<file path="src/rtl/adcemu_pkg.sv">
package adcemu_pkg;
  localparam int unsigned FRAME_W    = 16;
  localparam int unsigned DATA_W     = 12;
  localparam int unsigned SHORT_W    = 10;
  localparam int unsigned LEAD_ZEROS = 4;
  localparam int unsigned TRACK_AT   = 13;
  localparam int unsigned SHORT_NEED = LEAD_ZEROS + SHORT_W;
  localparam int unsigned CNT_W      = $clog2(FRAME_W + 1);

  typedef logic [FRAME_W-1:0] frame_t;
  typedef logic [CNT_W-1:0]   fcnt_t;
endpackage

</file>
<file path="src/rtl/adcemu_edge.sv">
module adcemu_edge #(
  parameter logic IDLE = 1'b1
) (
  input  logic clk,
  input  logic rst_n,
  input  logic lvl,
  output logic rise,
  output logic fall
);
  logic prev_q;

  always_ff @(posedge clk or negedge rst_n) begin
    if (!rst_n) prev_q <= IDLE;
    else        prev_q <= lvl;
  end

  assign rise = !prev_q && lvl;
  assign fall = prev_q && !lvl;
endmodule

</file>
<file path="src/rtl/adcemu_frame.sv">
module adcemu_frame
  import adcemu_pkg::*;
#(
  parameter int unsigned FW   = FRAME_W,
  parameter int unsigned DW   = DATA_W,
  parameter int unsigned SW   = SHORT_W,
  parameter int unsigned LZ   = LEAD_ZEROS
) (
  input  logic [DW-1:0] sample,
  input  logic          short_mode,
  output logic [FW-1:0] word
);
  localparam int unsigned TAIL = FW - LZ - SW;
  logic [FW-1:0] long_w;
  logic [FW-1:0] short_w;

  always_comb begin
    long_w  = '0;
    short_w = '0;
    for (int b = 0; b < int'(DW); b++) long_w[b] = sample[b];
    for (int b = 0; b < int'(SW); b++) short_w[b + int'(TAIL)] = sample[b];
  end

  assign word = short_mode ? short_w : long_w;
endmodule

</file>
<file path="src/rtl/adcemu_port.sv">
module adcemu_port
  import adcemu_pkg::*;
(
  input  logic              clk,
  input  logic              rst_n,
  input  logic              cs_n,
  input  logic              sclk,
  input  logic [DATA_W-1:0] sample,
  input  logic              mode10,
  output logic              sdo,
  output logic              sdo_oe,
  output logic              hold,
  output logic              done,
  output logic              abort
);
  localparam fcnt_t LAST_CNT  = fcnt_t'(FRAME_W);
  localparam fcnt_t LONG_REQ  = fcnt_t'(FRAME_W);
  localparam fcnt_t SHORT_REQ = fcnt_t'(SHORT_NEED);
  localparam fcnt_t TRACK_CNT = fcnt_t'(TRACK_AT);

  logic cs_rise, cs_fall, sc_rise, sc_fall;
  frame_t load_word;

  adcemu_edge #(.IDLE(1'b1)) u_cs_edge (
    .clk(clk), .rst_n(rst_n), .lvl(cs_n), .rise(cs_rise), .fall(cs_fall));
  adcemu_edge #(.IDLE(1'b1)) u_sc_edge (
    .clk(clk), .rst_n(rst_n), .lvl(sclk), .rise(sc_rise), .fall(sc_fall));

  adcemu_frame u_frame (
    .sample(sample), .short_mode(mode10), .word(load_word));

  logic   active_q, active_d;
  logic   oe_q, oe_d;
  logic   hold_q, hold_d;
  logic   mode_q, mode_d;
  logic   done_q, done_d;
  logic   abort_q, abort_d;
  fcnt_t  cnt_q, cnt_d;
  frame_t shr_q, shr_d;
  fcnt_t  need;

  assign need = mode_q ? SHORT_REQ : LONG_REQ;

  always_comb begin
    active_d = active_q;
    oe_d     = oe_q;
    hold_d   = hold_q;
    mode_d   = mode_q;
    cnt_d    = cnt_q;
    shr_d    = shr_q;
    done_d   = 1'b0;
    abort_d  = 1'b0;
    if (cs_fall) begin
      active_d = 1'b1;
      oe_d     = 1'b1;
      hold_d   = 1'b1;
      mode_d   = mode10;
      cnt_d    = '0;
      shr_d    = load_word;
    end else if (cs_rise) begin
      if (active_q) begin
        active_d = 1'b0;
        oe_d     = 1'b0;
        hold_d   = 1'b0;
        if (cnt_q >= need) done_d  = 1'b1;
        else               abort_d = 1'b1;
      end
    end else if (active_q) begin
      if (sc_fall) begin
        cnt_d = cnt_q + fcnt_t'(1);
        shr_d = {shr_q[FRAME_W-2:0], 1'b0};
        if (cnt_d == LAST_CNT) begin
          active_d = 1'b0;
          oe_d     = 1'b0;
          hold_d   = 1'b0;
          done_d   = 1'b1;
        end
      end
      if (sc_rise && (cnt_q >= TRACK_CNT)) hold_d = 1'b0;
    end
  end

  always_ff @(posedge clk or negedge rst_n) begin
    if (!rst_n) begin
      active_q <= 1'b0;
      oe_q     <= 1'b0;
      hold_q   <= 1'b0;
      mode_q   <= 1'b0;
      done_q   <= 1'b0;
      abort_q  <= 1'b0;
      cnt_q    <= '0;
      shr_q    <= '0;
    end else begin
      active_q <= active_d;
      oe_q     <= oe_d;
      hold_q   <= hold_d;
      mode_q   <= mode_d;
      done_q   <= done_d;
      abort_q  <= abort_d;
      cnt_q    <= cnt_d;
      shr_q    <= shr_d;
    end
  end

  assign sdo    = oe_q & shr_q[FRAME_W-1];
  assign sdo_oe = oe_q;
  assign hold   = hold_q;
  assign done   = done_q;
  assign abort  = abort_q;
endmodule

</file>
<file path="config.mk">
export PLATFORM = sky130hd
export DESIGN_NAME = adcemu_port
export DESIGN_NICKNAME = d
export VERILOG_FILES = /design/src/rtl/adcemu_pkg.sv /design/src/rtl/adcemu_edge.sv /design/src/rtl/adcemu_frame.sv /design/src/rtl/adcemu_port.sv
export SDC_FILE = /design/constraint.sdc
export NUM_CORES = 1
export LEC_CHECK = 0
export BUFFER_PORTS_ARGS = -buffer_cell sky130_fd_sc_hd__buf_2
export CAP_MARGIN = 10
export CORE_MARGIN = 2
export CORE_UTILIZATION = 40
export CTS_CLUSTER_SIZE = 25
export DETAILED_ROUTE_END_ITERATION = 16
export PLACE_DENSITY = 0.65
export SLEW_MARGIN = 20
export SYNTH_ARGS = -nofsm -noshare
export SYNTH_HDL_FRONTEND = slang
export SYNTH_SLANG_ARGS = --single-unit
export TNS_END_PERCENT = 20
</file>
<file path="constraint.sdc">
create_clock -name clk -period 1.6 [get_ports clk]
set_clock_uncertainty 0.2 [all_clocks]
set_input_delay 0.24 -clock clk [delete_from_list [all_inputs] [get_ports clk]]
set_output_delay 0.24 -clock clk [all_outputs]
set_load 0.005 [all_outputs]
</file>
; Yosys cells after proc, flatten, opt, wreduce, memory -nomap -nowiden
; Index checks and enable logic that the tools add are counted.
[classes]
shifts = 0
n_addsub = 1
muxes = 36
n_eq_ne = 2
bitwise = 1
mul = 0
div = 0
n_reduce_logical = 18
order_cmp = 2
[op_table]
columns = cell, count
row1 = two-way mux 16 bit, 4
row2 = two-way mux 1 bit, 26
row3 = two-way mux 5 bit, 5
row4 = two-way mux 12 bit, 1
row5 = AND reduction 3 bit, 3
row6 = nonzero test 4 bit, 2
row7 = nonzero test 3 bit, 2
row8 = "adder 5 x 1 -> 5 bit, second input constant", 1
row9 = "equality test 5 bit, second input constant", 1
row10 = "greater-or-equal comparator 5 x 4 -> 1 bit, second input constant", 1
row11 = greater-or-equal comparator 5 bit, 1
row12 = logical AND 1 bit, 5
row13 = zero test 1 bit, 4
row14 = nonzero test 2 bit, 2
row15 = "!= test 2 x 1 -> 1 bit, second input constant", 1
row16 = bitwise AND 1 bit, 1
[word_totals]
latch_bits = 0
rom_bits = 0
output_inout_bits = 5
ram_bits = 0
inputBits = 17
n_memories = 0
ff_bits = 29

; Depth between registers and ports, before layout
[logic_depth]
depth_word = 8
ltp_mapped = 7
depth_no_buf = 6

; Cells and area by module
; From an unflattened synthesis, not the netlist that was laid out.
[unflattened]
cells_unflattened = 156
hier_area_um2 = 1664.1
[by_module_without_submodules]
columns = module, cells_each, instances, area_per_inst_um2
row1 = adcemu_port, 132, 1, 1376.3
row2 = adcemu_frame, 18, 1, 205.2
row3 = adcemu_edge, 3, 2, 41.3

; Worst setup path after synthesis
; Ideal clock, no wire load.
[synth_timing]
path_kind = register to register
startpoint = reg cnt_q[1]
endpoint = reg hold_q (netlist: hold)
arrival_ns = 1.432
required_ns = 1.278
n_path_buf = 0
slack_ns = -0.154
stages_incl_launch_ff = 7
setup_ns = 0.122
path_cell_list = dfrtp_1 > inv_1 > ha_1 > o311a_1 > o221ai_2 > o211ai_1 > a32o_1
[synth_between]
elab_chain_cells = 6
elab_cells_between_ends = 11
cone_classes = add/sub: 1 / order compare: 1 / eq/ne: 1 / mux: 4 / reduce/logical: 4
[synth_rtl]
columns = item, line_no
row1 = "start, declared", adcemu_port.sv:38  ; fcnt_t cnt_q, cnt_d;
row2 = "start signal, assigned", adcemu_port.sv:100  ; cnt_q <= cnt_d;
row3 = "parallel branches: the longest is 6 deep, another holds adder 5 x 1 -> 5 bit", --
row4 = "end signal, assigned", adcemu_port.sv:96  ; hold_q <= hold_d;
row5 = "end, declared", adcemu_port.sv:34  ; logic hold_q, hold_d;
; Parallel ways; which one is timed is not known. The select of a mux whose other input is x is not followed.
; A chain may end at the register's enable or synchronous reset.

; Worst setup path in the final report
[layout_timing]
startpoint = reg cnt_q[0]
endpoint = reg hold_q (netlist: hold)
; The elaborated chain is that of the path after synthesis.

==> flow_summary.yaml <==
finish:
  areaGrowthSynthToFinish_pct: 34.3
  drive_gt1_share_pct: 37.0
  top_register: "shr_q"
  reg.largest.list: "shr_q: 16 flops, cnt_q: 5 flops"
  finalNetCount: 236
  fin_util_pct: 56.8
  largest_reg_flops: 16
  final_area_mm2: 0.00211
  n_antenna_cell: 0
worst_setup_path:
  worstSetupPathType: "reg2reg"
  crit_path_end_kind: "flip-flop"
  cp_top_family: "compound AO/OA/AOI/OAI gates"
  cp_max_fo: 4
  crit_buf_inv: 1
  start_kind: "flip-flop"
  rrSetupSlack_ns: -0.11
  worstPathRequired_ns: 1.57
  crit_arrival_ns: 1.67
  path_cells: "buf_4 > ha_2 > nand2_1 > nor2_1 > a31oi_1 > a32o_1"
  max_stage_delay_ns: 0.41
  ff2ff_path_depth: 6
  cpMaxStageDelayCell: "dfrtp_1"
  worst_r2r_endpoint: "hold$_DFFE_PN0P_"
  reg2reg_from: "cnt_q[0]$_DFFE_PN0P_"
logic_synthesis:
  synth_most_common_cell: "nand2_1"
  synthFlopType: "dfrtp_1"
  netlist_area_mm2: 0.00157
  yosysWarnings: 0
  synth_top_area_share_pct: 43.0
  synthTopCellsByCount: "nand2_1, dfrtp_1, o21ai_1"
  synth_nets: 186
  ys_top_cells_by_area: "dfrtp_1, ha_1, nand2_1, mux2i_1, o21ai_1"
  ys_types: 39
  async_flop_share_pct: 100
  avgSynthCellArea_um2: 9.83
  synthCells: 160
  synth-seq-cells: 29
  synth_edf_count: 0
  ys_seq_area_share_pct: 46.3
  synth_top_area_cell: "dfrtp_1"
drt:
  detail-route-antenna-nets: 0
  viasPerCell: 5.24
  wirelength_um: 3640
  drc: 0
  drtIter0Drc: 72
  wl_per_cell_um: 14.0
  first_pass_iters: 4
  num_vias: 1358
timing:
  fmax_mhz: 585
  finalHoldViolCount: 0
  finalSetupViolations: 17
  setup-tns-final_ns: -0.604
  worstMarginPinSlew_ns: 0.647
  fin_crit_sh_pct: 107
  min_period_ns: 1.71
  slew-limit-headroom_pct: 56.9
  drv_slew: 0
  rsz0062_at_grt: "true"
  finalWorstSetupSlack_ns: -0.108
clock_tree:
  htree_levels: 2
  tritoncts: "done"
  cts.clk_slew.worst_paths_ns: 0.06
  clkLatencyLatePin_ns: 0.28
  cts_sinks: 29
  cts_buffer_depth: 2
  cts_made_buffers: 5
  clockRootBuffer: "clkbuf_8"
global_route:
  antenna_found_initial: 0
  grt_max_degree: 30
  grt_pass1_vias: 1304
  grt-ovfl-total: 0
  grt_usage_pct: 17.2
  grt_pass1_wl_um: 5780
flow_run:
  cap_violations: 0
placement:
  gp_congestion: 0.897
  place_area_mm2: 0.00187
  port_buffers: 21
  hpwl_um: 2510
  post-place-ws_ns: -0.198
worst_hold_path:
  holdPathEnd: "u_cs_edge.prev_q$_DFF_PN1_"
  hold_path.startpoint: "cs_n"
  hold_depth: 2
  hp-class: "in2reg"
floorplan:
  die_x_um: 66.7
  rows: 22
  coreArea_mm2: 0.00372
  start_util_pct: 42.3
  die_h_um: 66.7
  io_pins: 22
  dieArea_mm2: 0.00445
pwr:
  leakage_uw: 0.00100
  power.density_mw_per_mm2: 921
  peakVddDrop_mv: 0.551
outcome:
  status: "finished, violations left"
  violations: "setup timing"
[per-stage QoR]
| stage | instances | hold WS (ns) | total power [uW] |
|---|---|---|---|
| 2_1_floorplan | 160 | -0.256 | 1130 |
| 3_3_place_gp | 241 | 0.0985 | 1280 |
| 3_5_place_dp | 241 | 0.107 | 1300 |
| 4_1_cts | 255 | 0.00943 | 1900 |
| 5_1_grt | 259 | 0.00421 | 2060 |
| 6_report | 259 | 0.00529 | 1940 |
[worst reg2reg max path: cells and delay by family (launching register included)]
kind / cells / cell delay, ns
flip-flops: 1 / 0.41
AND/OR/NAND/NOR: 2 / 0.22
AO/OA/AOI/OAI: 2 / 0.43
buffers and inverters: 1 / 0.14
adder cells (fa/ha/maj): 1 / 0.20
[cells by family (layout without fill, tap and decap cells)]
logic type | count (synthesis) | in the layout | synth area share (%)
xor+xnor | 1 | 1 | 0.557
simple gates | 48 | 48 | 14.7
compound gates | 50 | 51 | 21.2
flops | 29 | 29 | 46.3
mux | 10 | 10 | 6.36
fa+ha+maj | 9 | 9 | 7.16
buf+inv | 13 | 63 | 3.66
[report_power, final]
group,switching (uW),internal (uW),total (uW)
registers,66.7,844,911
clock network,273,300,574
logic,230,231,461
[what timing repair did]
action / CTS / global route
endpoints found under the hold margin: 28 / 0
cloned: 0 / 2
setup endpoints to repair: 23 / 26
pin swaps: 3 / 12
gates resized for setup: 7 / 16
hold buffers: 2 / 0
setup buffers: 4 / 2
[cell usage in the layout (no fill, tap or decap), types with 3 or more instances in the layout]
master / count
ha_1: 5
buf_4: 22
mux2i_1: 10
buf_6: 4
nand2_2: 7
o21ai_1: 15
o21ai_0: 11
buf_2: 21
clkbuf_8: 5
a22o_1: 5
nand2_1: 23
inv_1: 5
nor2b_1: 3
nor2_1: 3
dfrtp_1: 27
[worst max path at each step]
stage / from / to / depth (start not counted)
floorplan: cnt_q[1]$_DFFE_PN0P_ / hold$_DFFE_PN0P_ / 6
global placement: cs_n / cnt_q[0]$_DFFE_PN0P_ / 7
detailed placement: cs_n / cnt_q[0]$_DFFE_PN0P_ / 7
CTS: cnt_q[0]$_DFFE_PN0P_ / hold$_DFFE_PN0P_ / 5
global route: cnt_q[0]$_DFFE_PN0P_ / done$_DFF_PN0_ / 6
finish: cnt_q[0]$_DFFE_PN0P_ / hold$_DFFE_PN0P_ / 6
[cell type report]
cell class | count | area (um^2)
Clock buffer | 6 | 72.6
Clock inverter | 2 | 10.0
Fill cell | 351 | 1600
Inverter | 6 | 22.5
Multi-Input combinational cell | 119 | 883
Sequential cell | 29 | 728
Tap cell | 48 | 60.1
Timing Repair Buffer | 49 | 335
[layer usage]
layer	vias to the layer above	global-route usage, %	part of all wire [%]
li1	675	-	-
met1	662	21.0	44
met2	13	28.0	51
met3	8	5.41	3.1
met4	0	7.14	1.6
met5	-	0	0
Power figures use the tool's default switching activity.
